===== config.mk =====
export PLATFORM = sky130hd
export DESIGN_NAME = sram_cycle_ctrl
export DESIGN_NICKNAME = d
export VERILOG_FILES = /design/src/rtl/sramc_pkg.sv /design/src/rtl/sramc_phase_timer.sv /design/src/rtl/sramc_cycle_meter.sv /design/src/rtl/sramc_rd_capture.sv /design/src/rtl/sram_cycle_ctrl.sv
export SDC_FILE = /design/constraint.sdc
export NUM_CORES = 1
export LEC_CHECK = 0
export ABC_AREA = 1
export BUFFER_PORTS_ARGS = -buffer_cell sky130_fd_sc_hd__buf_2
export CAP_MARGIN = 20
export CORE_MARGIN = 3
export CORE_UTILIZATION = 55
export DETAILED_ROUTE_END_ITERATION = 6
export PLACE_DENSITY = 0.94
export SLEW_MARGIN = 15
export SYNTH_ARGS = -nofsm -noshare
export SYNTH_HDL_FRONTEND = slang
export SYNTH_HIERARCHICAL = 1
export SYNTH_SLANG_ARGS = --single-unit

===== constraint.sdc =====
create_clock -name clk -period 3.15 [get_ports clk]
set_input_delay 0.1575 -clock clk [delete_from_list [all_inputs] [get_ports clk]]
set_output_delay 0.1575 -clock clk [all_outputs]
set_load 0.005 [all_outputs]

===== src/rtl/sramc_pkg.sv =====
package sramc_pkg;

   // Controller phases; order is not decoded anywhere
   typedef enum logic [3:0] {
      ST_IDLE,
      ST_ADDR,   // address driven, all strobes inactive
      ST_WSET,   // CE low, data driven, WE high
      ST_WPUL,   // write strobe low
      ST_WHLD,   // WE high again, data still driven, CE low
      ST_RACC,   // CE low, waiting out access time
      ST_ROE,    // OE low, data sampled at end
      ST_RREL,   // OE high, CE still low
      ST_END,    // strobes inactive, stretch to minimum cycle
      ST_AB1,    // abort: write strobe released
      ST_AB2,    // abort: output enable released
      ST_AB3     // abort: chip enable released
   } sramc_state_e;

endpackage


===== src/rtl/sramc_phase_timer.sv =====
module sramc_phase_timer #(
   parameter int CNT_W = 6
) (
   input  logic             clk,
   input  logic             rst_n,
   input  logic             load,
   input  logic [CNT_W-1:0] load_val,
   output logic             expired
);

   logic [CNT_W-1:0] cnt_q;

   always_ff @(posedge clk or negedge rst_n) begin
      if (!rst_n) begin
         cnt_q <= '0;
      end else if (load) begin
         cnt_q <= load_val;
      end else if (cnt_q != '0) begin
         cnt_q <= cnt_q - 1'b1;
      end
   end

   assign expired = (cnt_q == '0);

endmodule


===== src/rtl/sramc_cycle_meter.sv =====
module sramc_cycle_meter #(
   parameter int CNT_W = 6
) (
   input  logic             clk,
   input  logic             rst_n,
   input  logic             start,
   input  logic [CNT_W-1:0] min_cyc,
   output logic             met
);

   localparam int MTR_W = CNT_W + 1;
   localparam logic [MTR_W-1:0] MTR_MAX = '1;

   logic [MTR_W-1:0] elapsed_q;

   // elapsed_q equals the number of busy clocks including the current one
   always_ff @(posedge clk or negedge rst_n) begin
      if (!rst_n) begin
         elapsed_q <= '0;
      end else if (start) begin
         elapsed_q <= MTR_W'(1);
      end else if (elapsed_q != MTR_MAX) begin
         elapsed_q <= elapsed_q + 1'b1;
      end
   end

   assign met = (elapsed_q >= {1'b0, min_cyc});

endmodule


===== src/rtl/sramc_rd_capture.sv =====
module sramc_rd_capture #(
   parameter int DATA_W = 16,
   parameter int LANE_W = 8
) (
   input  logic              clk,
   input  logic              rst_n,
   input  logic              en,
   input  logic [DATA_W-1:0] d,
   output logic [DATA_W-1:0] q
);

   localparam int N_LANES = (DATA_W + LANE_W - 1) / LANE_W;

   // Lane-sliced holding register, last lane may be narrower
   for (genvar g = 0; g < N_LANES; g++) begin : g_lane
      localparam int LO = g * LANE_W;
      localparam int HI = ((g + 1) * LANE_W > DATA_W) ? DATA_W - 1 : (g + 1) * LANE_W - 1;
      always_ff @(posedge clk or negedge rst_n) begin
         if (!rst_n) begin
            q[HI:LO] <= '0;
         end else if (en) begin
            q[HI:LO] <= d[HI:LO];
         end
      end
   end

endmodule


===== src/rtl/sram_cycle_ctrl.sv =====
module sram_cycle_ctrl
   import sramc_pkg::*;
#(
   parameter int ADDR_W = 16,
   parameter int DATA_W = 16,
   parameter int CNT_W  = 6
) (
   input  logic              clk,
   input  logic              rst_n,
   input  logic              wp_i,
   input  logic [CNT_W-1:0]  cfg_asetup_i,
   input  logic [CNT_W-1:0]  cfg_pulse_i,
   input  logic [CNT_W-1:0]  cfg_dsetup_i,
   input  logic [CNT_W-1:0]  cfg_dhold_i,
   input  logic [CNT_W-1:0]  cfg_access_i,
   input  logic [CNT_W-1:0]  cfg_mincyc_i,
   input  logic              req_i,
   input  logic              wr_i,
   input  logic [ADDR_W-1:0] addr_i,
   input  logic [DATA_W-1:0] wdata_i,
   output logic [DATA_W-1:0] rdata_o,
   output logic              busy_o,
   output logic              done_o,
   output logic              err_o,
   output logic [ADDR_W-1:0] mem_addr_o,
   output logic [DATA_W-1:0] mem_dq_o,
   output logic              mem_dq_oe_o,
   input  logic [DATA_W-1:0] mem_dq_i,
   output logic              mem_ce_n_o,
   output logic              mem_we_n_o,
   output logic              mem_oe_n_o
);

   if (ADDR_W < 1) begin : g_chk_addr
      $error("sram_cycle_ctrl: ADDR_W must be at least 1");
   end
   if (DATA_W < 1) begin : g_chk_data
      $error("sram_cycle_ctrl: DATA_W must be at least 1");
   end
   if (CNT_W < 2) begin : g_chk_cnt
      $error("sram_cycle_ctrl: CNT_W must be at least 2");
   end

   // Count-to-reload conversion: a phase of n clocks loads n-1, zero acts as one
   function automatic logic [CNT_W-1:0] span_m1(input logic [CNT_W-1:0] n);
      return (n == '0) ? '0 : n - 1'b1;
   endfunction

   function automatic logic ce_active(input sramc_state_e s);
      return s inside {ST_WSET, ST_WPUL, ST_WHLD, ST_RACC, ST_ROE, ST_RREL};
   endfunction

   sramc_state_e     st_q, st_d;
   logic             tmr_load, tmr_done, mtr_met, accept, cap_en;
   logic [CNT_W-1:0] tmr_val, pulse_eff;
   logic             wr_q, ab_ce_q, ab_oe_q, ab_dq_q, done_q, err_q;
   logic [ADDR_W-1:0] addr_q;
   logic [DATA_W-1:0] wdata_q;

   assign pulse_eff = (cfg_pulse_i >= cfg_dsetup_i) ? cfg_pulse_i : cfg_dsetup_i;

   always_comb begin
      st_d     = st_q;
      tmr_load = 1'b0;
      tmr_val  = '0;
      accept   = 1'b0;
      unique case (st_q)
         ST_IDLE: begin
            if (req_i && !wp_i) begin
               accept = 1'b1;
               st_d   = ST_ADDR;
            end
         end
         ST_ADDR: begin
            tmr_load = 1'b1;
            if (wr_q) begin
               st_d    = ST_WSET;
               tmr_val = span_m1(cfg_asetup_i);
            end else begin
               st_d    = ST_RACC;
               tmr_val = span_m1(cfg_access_i);
            end
         end
         ST_WSET: begin
            if (tmr_done) begin
               st_d     = ST_WPUL;
               tmr_load = 1'b1;
               tmr_val  = span_m1(pulse_eff);
            end
         end
         ST_WPUL: begin
            if (tmr_done) begin
               st_d     = ST_WHLD;
               tmr_load = 1'b1;
               tmr_val  = span_m1(cfg_dhold_i);
            end
         end
         ST_WHLD: if (tmr_done) st_d = ST_END;
         ST_RACC: if (tmr_done) st_d = ST_ROE;
         ST_ROE:  st_d = ST_RREL;
         ST_RREL: st_d = ST_END;
         ST_END:  if (mtr_met) st_d = ST_IDLE;
         ST_AB1:  st_d = ST_AB2;
         ST_AB2:  st_d = ST_AB3;
         ST_AB3:  st_d = ST_IDLE;
         default: st_d = ST_IDLE;
      endcase
      // Write-protect during any active phase diverts to the release sequence
      if (wp_i && (st_q inside {ST_ADDR, ST_WSET, ST_WPUL, ST_WHLD,
                                ST_RACC, ST_ROE, ST_RREL, ST_END})) begin
         st_d     = ST_AB1;
         tmr_load = 1'b0;
      end
   end

   assign cap_en = (st_q == ST_ROE) && (st_d == ST_RREL);

   always_ff @(posedge clk or negedge rst_n) begin
      if (!rst_n) begin
         st_q    <= ST_IDLE;
         wr_q    <= 1'b0;
         addr_q  <= '0;
         wdata_q <= '0;
         ab_ce_q <= 1'b0;
         ab_oe_q <= 1'b0;
         ab_dq_q <= 1'b0;
         done_q  <= 1'b0;
         err_q   <= 1'b0;
      end else begin
         st_q   <= st_d;
         done_q <= (st_q != ST_IDLE) && (st_d == ST_IDLE);
         err_q  <= (st_q == ST_AB3);
         if (accept) begin
            wr_q    <= wr_i;
            addr_q  <= addr_i;
            wdata_q <= wdata_i;
         end
         if ((st_d == ST_AB1) && (st_q != ST_AB1)) begin
            ab_ce_q <= ce_active(st_q);
            ab_oe_q <= (st_q == ST_ROE);
            ab_dq_q <= st_q inside {ST_WSET, ST_WPUL, ST_WHLD};
         end
      end
   end

   sramc_phase_timer #(.CNT_W(CNT_W)) u_timer (
      .clk      (clk),
      .rst_n    (rst_n),
      .load     (tmr_load),
      .load_val (tmr_val),
      .expired  (tmr_done)
   );

   sramc_cycle_meter #(.CNT_W(CNT_W)) u_meter (
      .clk     (clk),
      .rst_n   (rst_n),
      .start   (accept),
      .min_cyc (cfg_mincyc_i),
      .met     (mtr_met)
   );

   sramc_rd_capture #(.DATA_W(DATA_W), .LANE_W(8)) u_capture (
      .clk   (clk),
      .rst_n (rst_n),
      .en    (cap_en),
      .d     (mem_dq_i),
      .q     (rdata_o)
   );

   // Strobes decoded from the state register only
   always_comb begin
      mem_ce_n_o  = !(ce_active(st_q) ||
                      (((st_q == ST_AB1) || (st_q == ST_AB2)) && ab_ce_q));
      mem_we_n_o  = (st_q != ST_WPUL);
      mem_oe_n_o  = !((st_q == ST_ROE) || ((st_q == ST_AB1) && ab_oe_q));
      mem_dq_oe_o = (st_q inside {ST_WSET, ST_WPUL, ST_WHLD}) ||
                    (((st_q == ST_AB1) || (st_q == ST_AB2)) && ab_dq_q);
   end

   assign mem_addr_o = addr_q;
   assign mem_dq_o   = wdata_q;
   assign busy_o     = (st_q != ST_IDLE);
   assign done_o     = done_q;
   assign err_o      = err_q;

endmodule


# After elaboration in Yosys (flattened, before gate mapping)
# Index checks and enable logic that the tools add are counted.
dict set report totals {
  reg_bits 71
  latchBits 0
  ram_bits 0
  mem_bits_ro 0
  inputBits 89
  out_inout_bits 55
  mem_count 0
}
dict set report classes {
  n_addsub 6
  multipliers 0
  div 0
  magnitude_cmp 2
  n_eq_ne 16
  n_shift 0
  n_mux 27
  bitwise 0
  n_reduce_logical 30
}
# op n
set ops {}
lappend ops {{two-way mux 6 bit} 10}
lappend ops {{case mux 4 bit (11 select lines)} 1}
lappend ops {{logical NOT 6 bit} 5}
lappend ops {{subtractor 6 x 1 -> 6 bit (second input constant)} 5}
lappend ops {{two-way mux 4 bit} 7}
lappend ops {{== test 4 x 3 -> 1 bit (second input constant)} 5}
lappend ops {{== test 4 bit (second input constant)} 5}
lappend ops {{case mux 6 bit (3 select lines)} 1}
lappend ops {{two-way mux 7 bit} 2}
lappend ops {{nonzero test 6 bit} 2}
lappend ops {{== test 4 x 2 -> 1 bit (second input constant)} 2}
lappend ops {{logical AND 1 bit} 8}
lappend ops {{logical NOT 4 bit} 2}
lappend ops {{nonzero test 8 bit} 1}
lappend ops {{adder 7 x 1 -> 7 bit (second input constant)} 1}
lappend ops {{greater-or-equal comparator 7 x 6 -> 1 bit} 1}
lappend ops {{!= test 7 bit (second input constant)} 1}
lappend ops {{greater-or-equal comparator 6 bit} 1}
lappend ops {{== test 4 x 1 -> 1 bit (second input constant)} 1}
lappend ops {{logical OR 1 bit} 4}
lappend ops {{two-way mux 1 bit} 4}
lappend ops {{!= test 4 x 2 -> 1 bit (second input constant)} 1}
lappend ops {{!= test 4 bit (second input constant)} 1}
lappend ops {{nonzero test 2 bit} 2}
lappend ops {{6 further kinds} 8}

# Depth between registers and ports, before layout
# Gate-level depths: netlist of the first run.
dict set report logic_depth {
  word_depth 7
  ltp_mapped 18
}

# Hierarchy
# The synthesis of the first run kept the hierarchy.
# module instances cells_per_inst area_each_um2 seq_area_each_um2
set modules_own_cells {}
lappend modules_own_cells {sram_cycle_ctrl 1 381 2717.6 1051.0}
lappend modules_own_cells {sramc_rd_capture 1 68 644.4 400.4}
lappend modules_own_cells {sramc_cycle_meter 1 77 538.0 175.2}
lappend modules_own_cells {sramc_phase_timer 1 54 382.9 150.1}

# Worst setup path after synthesis of the first run
# No wires, ideal clock.
dict set report synth_timing {
  kind {in2reg}
  from {in cfg_dsetup_i[5]}
  to {reg u_timer.cnt_q[0]}
  arrival_time_ns 1.739
  required_time_ns 3.023
  path_slack_ns 1.284
  cell_stages 15
  path_buffers 0
  cell_sequence {inv_1 -> ha_1 -> nand2_2 -> inv_2 -> a21oi_4 -> nand3b_1 -> nand2_2 -> ha_1 -> nand3_2 -> nor2_2 -> nor2_4 -> nand2_1 -> nand3_1 -> a21oi_1 -> o21ai_0}
}
dict set report synth_via {
  elab_chain_cells 7
  word_cells_on_any_way 8
  cone_classes {1 x add/sub; 1 x order compare; 5 x mux; 1 x reduce/logical}
}
# item line
set synth_rtl {}
lappend synth_rtl {{start: declaration} sram_cycle_ctrl.sv:13} ;# input logic [CNT_W-1:0] cfg_dsetup_i,
lappend synth_rtl {{greater-or-equal comparator 6 bit} sram_cycle_ctrl.sv:60} ;# assign pulse_eff = (cfg_pulse_i >= cfg_dsetup_i) ? cfg_pulse_i : cfg_dsetup_i;
lappend synth_rtl {{two-way mux 6 bit (*)} sram_cycle_ctrl.sv:60}
lappend synth_rtl {{subtractor 6 x 1 -> 6 bit / logical NOT 6 bit (equally long branches)} sram_cycle_ctrl.sv:46} ;# return (n == '0) ? '0 : n - 1'b1;
lappend synth_rtl {{two-way mux 6 bit (*)} sram_cycle_ctrl.sv:46}
lappend synth_rtl {{two-way mux 6 bit (*)} sram_cycle_ctrl.sv:85} ;# if (tmr_done) begin
lappend synth_rtl {{case mux 6 bit (3 select lines) (*)} sram_cycle_ctrl.sv:67} ;# unique case (st_q)
lappend synth_rtl {{net tmr_val[0]} sram_cycle_ctrl.sv:55} ;# logic [CNT_W-1:0] tmr_val, pulse_eff;
lappend synth_rtl {{two-way mux 6 bit (*)} sramc_phase_timer.sv:16} ;# end else if (load) begin
lappend synth_rtl {{end signal: assignment} sramc_phase_timer.sv:17} ;# cnt_q <= load_val;
lappend synth_rtl {{end signal: assignment} sramc_phase_timer.sv:19} ;# cnt_q <= cnt_q - 1'b1;
lappend synth_rtl {{end: declaration} sramc_phase_timer.sv:11} ;# logic [CNT_W-1:0] cnt_q;
# The timed path passes the listed nets; every way through them passes the cells marked *.
# A chain may end at the register's enable or synchronous reset.

# Worst setup path in the final report of the first run
dict set report layout_timing {
  from {reg u_timer.cnt_q[0]}
  to {reg u_timer.cnt_q[1]}
}
dict set report layout_via {
  elab_chain_cells 5
  word_cells_on_any_way 12
  cone_classes {1 x add/sub; 8 x mux; 3 x reduce/logical}
}
# item line
set layout_rtl {}
lappend layout_rtl {{logical NOT 6 bit (*)} sramc_phase_timer.sv:23} ;# assign expired = (cnt_q == '0);
lappend layout_rtl {{net tmr_done} sram_cycle_ctrl.sv:54} ;# logic tmr_load, tmr_done, mtr_met, accept, cap_en;
lappend layout_rtl {{two-way mux 1 bit (*)} {sram_cycle_ctrl.sv:85, sram_cycle_ctrl.sv:92}}
lappend layout_rtl {{case mux 1 bit (2 select lines) (*)} sram_cycle_ctrl.sv:67}
lappend layout_rtl {{two-way mux 1 bit (*)} sram_cycle_ctrl.sv:109} ;# if (wp_i && (st_q inside {ST_ADDR, ST_WSET, ST_WPUL, ST_WHLD,
lappend layout_rtl {{net tmr_load} sram_cycle_ctrl.sv:54}
lappend layout_rtl {{two-way mux 6 bit / nonzero test 2 bit (equally long branches)} -}
# The timed path passes the listed nets; every way through them passes the cells marked *. The select of a mux whose other input is x is not followed.

==> impl_metrics.yaml, run 1 <==
logic_synthesis:
  syn_nets: 691
  synthArstFlopShare: 1.00
  synth_edf_count: 0
  yosysWarnings: 6
  synthesis.area_um2: 4280
  synth.most_common_cell: "nand2_1"
  synthTopCellsByArea: "dfrtp_1 (41%), nand2_1 (21%), ha_1 (6.4%)"
  synth_largest_area_cell: "dfrtp_1"
  synth_top_flop_cell: "dfrtp_1"
  syn_area_per_cell_um2: 7.38
  synth-seq-cells: 71
  synthCells: 580
  ys_types: 37
  netlist.area_leader.share: 0.415
  yosysSeqAreaShare: 0.415
  netlist_top_cells_count: "nand2_1 (242), dfrtp_1 (71), inv_1 (69)"
finish:
  diodes: 0
  nets: 843
  areaGrowthSynthToFinish_pct: 23.3
  drive_above_1_share: 0.274
routing:
  wl_per_cell_um: 13.1
  firstDrtPassIters: 5
  via_per_inst: 5.14
  wl_mm: 11.0
  ant_nets: 0
  vias: 4293
  drt_iter0_markers: 359
  drc: 0
floorplan:
  initial_utilization: 0.578
  die-area_um2: 8880
  die_h_um: 94.2
  rows: 31
  die_w_um: 94.2
  ios: 144
  core_area_um2: 7410
pwr:
  p_leak_uw: 0.00316
  power.switching_uw: 1670
  swShare: 0.422
  combPwrFrac: 0.445
  seqPwrFrac: 0.395
  clockPowerShare: 0.160
  ir_worst_vdd_uv: 616
  p_int_uw: 2290
  power_density_nw_per_um2: 750
global_routing:
  grt_pass1_vias: 4167
  track_usage: 0.248
  grt_pass1_wl_mm: 17.6
  grt_overflow: 0
  antenna_found_initial: 0
  grt_max_degree: 48
placement:
  place_hpwl_mm: 8.41
  gp_congestion: 0.902
  portBuffers: 143
cts:
  clkLatencyLatePin_ns: 0.34
  cts_root_buf: "clkbuf_8"
  postCtsSetupBuffers: 0
  cts.sinks: 71
  numCtsBuffers: 9
  cts_tree: "done"
  clockBufferDepth: 2
  path_clk_slew_ns: 0.08
  h-tree-depth: 3
setup_path:
  crit_arrival_ns: 2.53
  r2r_start: "u_timer/cnt_q[0]"
  crit_path_start: "u_timer/cnt_q[0]"
  worstPathCellList: "inv_1, ha_1, nand3_2, inv_1, nor2_1, nor3_1, inv_1, nand2_1, o21ai_0, o21ai_0"
  crit_top_cell: "inv_1"
  ff2ff_setup_slack_ns: 0.87
  worstSetupStartpointType: "flop"
  crit_slowest_cell: "nor3_1"
  rr_worst_depth: 10
  worst-path-max-fanout: 8
  crit_type: "reg2reg"
  worstPathRequired_ns: 3.40
  end_kind: "flop"
  max_stage_delay_ns: 0.59
sta:
  relSlewSlack: 0.518
  setup_tns_ns: 0
  whs_ns: 0.00749
  hold_violations: 0
  fmax_mhz: 439
  layout_min_cycle_time_ns: 2.28
  slew_viol_final: 0
  min_period_over_period: 0.723
  rsz0062_at_grt: "false"
  skew_ns: 0.00711
  finalSetupViolations: 0
  worstMarginPinSlew_ns: 0.717
hold_path:
  hold_path.class: "in2reg"
  holdPathStages: 3
  min_from: "wdata_i[9]"
run_status:
  status: "finished, final reports clean"
run:
  max_cap_viol_count: 0
power groups by stage:
| stage | clock network (uW) | registers [uW] | logic [uW] |
|---|---|---|---|
| after global routing | 684 | 1610 | 2000 |
| after floorplan | 0 | 1560 | 1070 |
| after global placement | 0 | 1550 | 1640 |
| final | 633 | 1570 | 1760 |
| after detailed placement | 0 | 1570 | 1740 |
| after CTS | 644 | 1560 | 1760 |
registers in the layout, indices dropped and copies added, names as in the netlist:
signal / flops
u_capture/q: 16
u_timer/cnt_q: 6
ab_oe_q: 1
mem_dq_o: 16
u_meter/elapsed_q: 7
ab_ce_q: 1
mem_addr_o: 16
wr_q: 1
ab_dq_q: 1
err_o: 1
done_o: 1
st_q: 4
stage by stage:
stage	utilization	instances	total power [uW]	cell area (um2)	setup WS, ns
floorplan	-	580	2640	4280	1.28
global placement	0.683	815	3190	5060	1.05
detailed placement	0.683	815	3310	5060	0.942
CTS	0.713	836	3960	5280	0.924
global route	0.713	836	4290	5280	0.575
finish	0.713	836	3960	5280	0.872
cell type report:
cell class | count | area, um2
clock buffers | 9 | 124
clock inverters | 7 | 48.8
fillers | 550 | 2130
inverters | 78 | 298
multi-input cells | 421 | 2120
flip-flops and latches | 71 | 1780
well taps | 99 | 124
repair buffers | 151 | 788
worst paths after layout:
| path | endpoint |
|---|---|
| max reg2reg | u_timer/cnt_q[1] |
| max | u_timer/cnt_q[1] |
| min reg2reg | u_capture/q[1] |
| min in group asynchronous | u_capture/q[8] |
| max in group asynchronous | u_meter/elapsed_q[3] |
| min | mem_dq_o[9] |
repair_timing:
item	in CTS	in global routing
hold buffers	5	0
hold endpoints to repair	28	0
gates resized for setup	0	0
placed cells by master, fill, tap and decap left out, types with 4 or more instances in the layout:
| cell type | n |
|---|---|
| xor2_1 | 9 |
| inv_2 | 8 |
| nand3_1 | 32 |
| nand2_1 | 242 |
| nor2_4 | 4 |
| dlygate4sd3_1 | 5 |
| nand2_2 | 13 |
| inv_1 | 69 |
| buf_2 | 143 |
| nand3_2 | 4 |
| nor2_2 | 5 |
| o21ai_0 | 10 |
| nor3_1 | 5 |
| clkbuf_8 | 9 |
| nor2_1 | 32 |
| nand3b_1 | 4 |
| dfrtp_1 | 71 |
| ha_1 | 22 |
| nand4_1 | 5 |
| a21oi_1 | 8 |
| o22ai_1 | 5 |
critical path, delay by kind of cell, from the launching register on:
| kind | cells | cell delay (ns) |
|---|---|---|
| AO/OA/AOI/OAI | 2 | 0.26 |
| adder cells (fa/ha/maj) | 1 | 0.21 |
| flip-flops | 1 | 0.41 |
| buffers and inverters | 3 | 0.44 |
| AND/OR/NAND/NOR | 4 | 0.85 |
cells by family (layout without fill, tap and decap cells):
group / count (synthesis) / in the layout / synth area share
simple gates: 349 / 349 / 0.350
buf+inv: 88 / 245 / 0.0894
flops: 71 / 71 / 0.415
compound gates: 38 / 38 / 0.0567
fa+ha+maj: 22 / 22 / 0.0643
xor+xnor: 12 / 12 / 0.0245
metal layers:
layer	global-route usage	wire [um]	up-vias
li1	-	-	2099
met1	0.281	4130	1990
met2	0.445	5760	177
met3	0.0633	836	27
met4	0.0975	244	0
met5	0	0	-
Power figures use the tool's default switching activity.
==> run 2, diff against run 1 <==
--- a/config.mk
+++ b/config.mk
@@ -9,9 +9,9 @@
 export BUFFER_PORTS_ARGS = -buffer_cell sky130_fd_sc_hd__buf_2
 export CAP_MARGIN = 20
 export CORE_MARGIN = 3
-export CORE_UTILIZATION = 55
+export CORE_UTILIZATION = 51
 export DETAILED_ROUTE_END_ITERATION = 6
-export PLACE_DENSITY = 0.94
+export PLACE_DENSITY = 0.89
 export SLEW_MARGIN = 15
 export SYNTH_ARGS = -nofsm -noshare
 export SYNTH_HDL_FRONTEND = slang
==> constraint.sdc (replaced) <==
create_clock -name clk -period 2.35 [get_ports clk]
set_input_delay 0.1175 -clock clk [delete_from_list [all_inputs] [get_ports clk]]
set_output_delay 0.1175 -clock clk [all_outputs]
set_load 0.005 [all_outputs]
==> run 2 against run 1 <==
Effect of this change: sequential share of layout area fell by 3.2 points; clock power rose by 96%; clock skew up 0.0079 ns; global-route usage rose by 2.6 points; total power increased by 48%; clock-buffer cell count is the same; critical path depth grew 2; sequential cell count unchanged; fmax rose by 9.2%; largest power group unchanged; first-iteration DRC count fell by 10%; cell area rose by 10%.
==> impl_metrics.yaml, run 2 (synthesized netlist as in run 1, its figures left out) <==
pwr:
  power_density_nw_per_um2: 1000
  ir_worst_vdd_uv: 874
  p_leak_uw: 0.00339
global_routing:
  grt_max_degree: 72
  track_usage: 0.275
  grt_pass1_vias: 4697
  grt_overflow: 0
  grt_pass1_wl_mm: 21.5
  antenna_found_initial: 0
floorplan:
  die_w_um: 97.6
  ios: 144
  core_area_um2: 7930
  initial_utilization: 0.540
  die_h_um: 97.6
  die-area_um2: 9530
  rows: 32
routing:
  ant_nets: 0
  drc: 0
  met2_wirelength_mm: 7.10
  via_per_inst: 5.21
  wl_per_cell_um: 14.8
  wl_met1_mm: 4.59
  route.met3.wl_um: 892
  drt_iter0_markers: 323
  firstDrtPassIters: 6
  vias: 4614
  wl_mm: 13.1
  dr.max_layer_used: "met4"
setup_path:
  worst-path-max-fanout: 17
  crit_type: "reg2reg"
  end_kind: "flop"
  crit_top_cell: "nand2_1"
  worstPathCellList: "inv_2, ha_1, nand3_2, inv_1, inv_1, o211ai_1, nand2_1, nor2_1, buf_6, inv_6, nand2_1, nand2_1"
  crit_arrival_ns: 2.32
  worstSetupStartpointType: "flop"
  cp_num_buf_inv: 5
  max_stage_delay_ns: 0.42
  worstPathRequired_ns: 2.59
  crit_slowest_cell: "dfrtp_1"
  cp_top_family: "buffers and inverters"
run_status:
  status: "finished, final reports clean"
finish:
  areaGrowthSynthToFinish_pct: 36.2
  stdcell_area_um2: 5830
  diodes: 0
  drive_above_1_share: 0.261
  fillers: 523
  layout_commonest_cell: "nand2_1"
  nets: 890
  layout_common_cells: "nand2_1 (242), buf_2 (143), dfrtp_1 (71)"
sta:
  rsz0062_at_grt: "false"
  slew_viol_final: 0
  hold_violations: 0
  relSlewSlack: 0.413
  skew_ns: 0.0150
  fmax_mhz: 479
  setup_tns_ns: 0
  worstMarginPinSlew_ns: 0.880
  min_period_over_period: 0.888
  finalSetupViolations: 0
  whs_ns: 0.173
  layout_min_cycle_time_ns: 2.09
cts:
  clkLatencyLatePin_ns: 0.35
  cts_root_buf: "clkbuf_8"
  clockBufferDepth: 2
  cts.sinks: 71
  path_clk_slew_ns: 0.08
  postCtsSetupBuffers: 0
  numCtsBuffers: 9
  h-tree-depth: 3
  cts_tree: "done"
placement:
  place_hpwl_mm: 8.27
  portBuffers: 143
  placed_area_um2: 5080
  gp_congestion: 1.01
run:
  max_cap_viol_count: 0
hold_path:
  hold_path.class: "in2reg"
==> run 2: layout make-up <==
cell class / instances / area (um2) / area share
tap: 102 / 128 / 0.0219
clock buffer: 9 / 124 / 0.0212
clock inverter: 7 / 128 / 0.0219
inverter: 78 / 298 / 0.0510
timing repair buffer: 198 / 1260 / 0.216
multi-input combinational: 421 / 2120 / 0.364
sequential: 71 / 1780 / 0.305
==> run 2: per-stage QoR <==
step / total power (uW) / utilization / instances / worst slack, ns
6_report: 5860 / 0.736 / 886 / 0.264
5_1_grt: 6280 / 0.736 / 886 / 0.0934
4_1_cts: 5710 / 0.734 / 885 / 0.237
3_5_place_dp: 4410 / 0.641 / 820 / 0.188
3_3_place_gp: 4300 / 0.641 / 820 / 0.350
2_1_floorplan: 3530 / - / 580 / 0.514
==> run 2: timing repair <==
item | CTS | global route
resized for setup | 0 | 2
hold buffers | 49 | 1
hold endpoints to repair | 63 | 1
setup endpoints to repair | 0 | 1
==> run 2: path summary, 6_finish.rpt <==
check / startpoint / endpoint / slack (ns) / cells past startpoint
max reg2reg: u_timer/cnt_q[0] / u_capture/q[13] / 0.26 / 12
max in group asynchronous: rst_n / mem_dq_o[15] / 1.25 / 3
max: u_timer/cnt_q[0] / u_capture/q[13] / 0.26 / 12
min reg2reg: u_capture/q[0] / u_capture/q[0] / 0.47 / 2
min in group asynchronous: rst_n / u_capture/q[8] / 0.53 / 3
min: wp_i / ab_oe_q / 0.17 / 3
==> run 2: power by group <==
part | internal (uW) | switching, uW | total, uW
Sequential | 1730 | 415 | 2140
Clock | 722 | 521 | 1240
Combinational | 1010 | 1460 | 2470
Total | 3460 | 2400 | 5860
==> run 2: per-layer routing <==
layer | vias up | track usage
met4 | 0 | 0.117
met5 | - | 0
met1 | 2142 | 0.287
met3 | 55 | 0.0689
li1 | 2195 | -
met2 | 222 | 0.516
==> run 2: tightest hold or removal path: stages <==
cell and delay (ns):
buf_2 0.14, nand2_2 0.13, o21ai_0 0.08
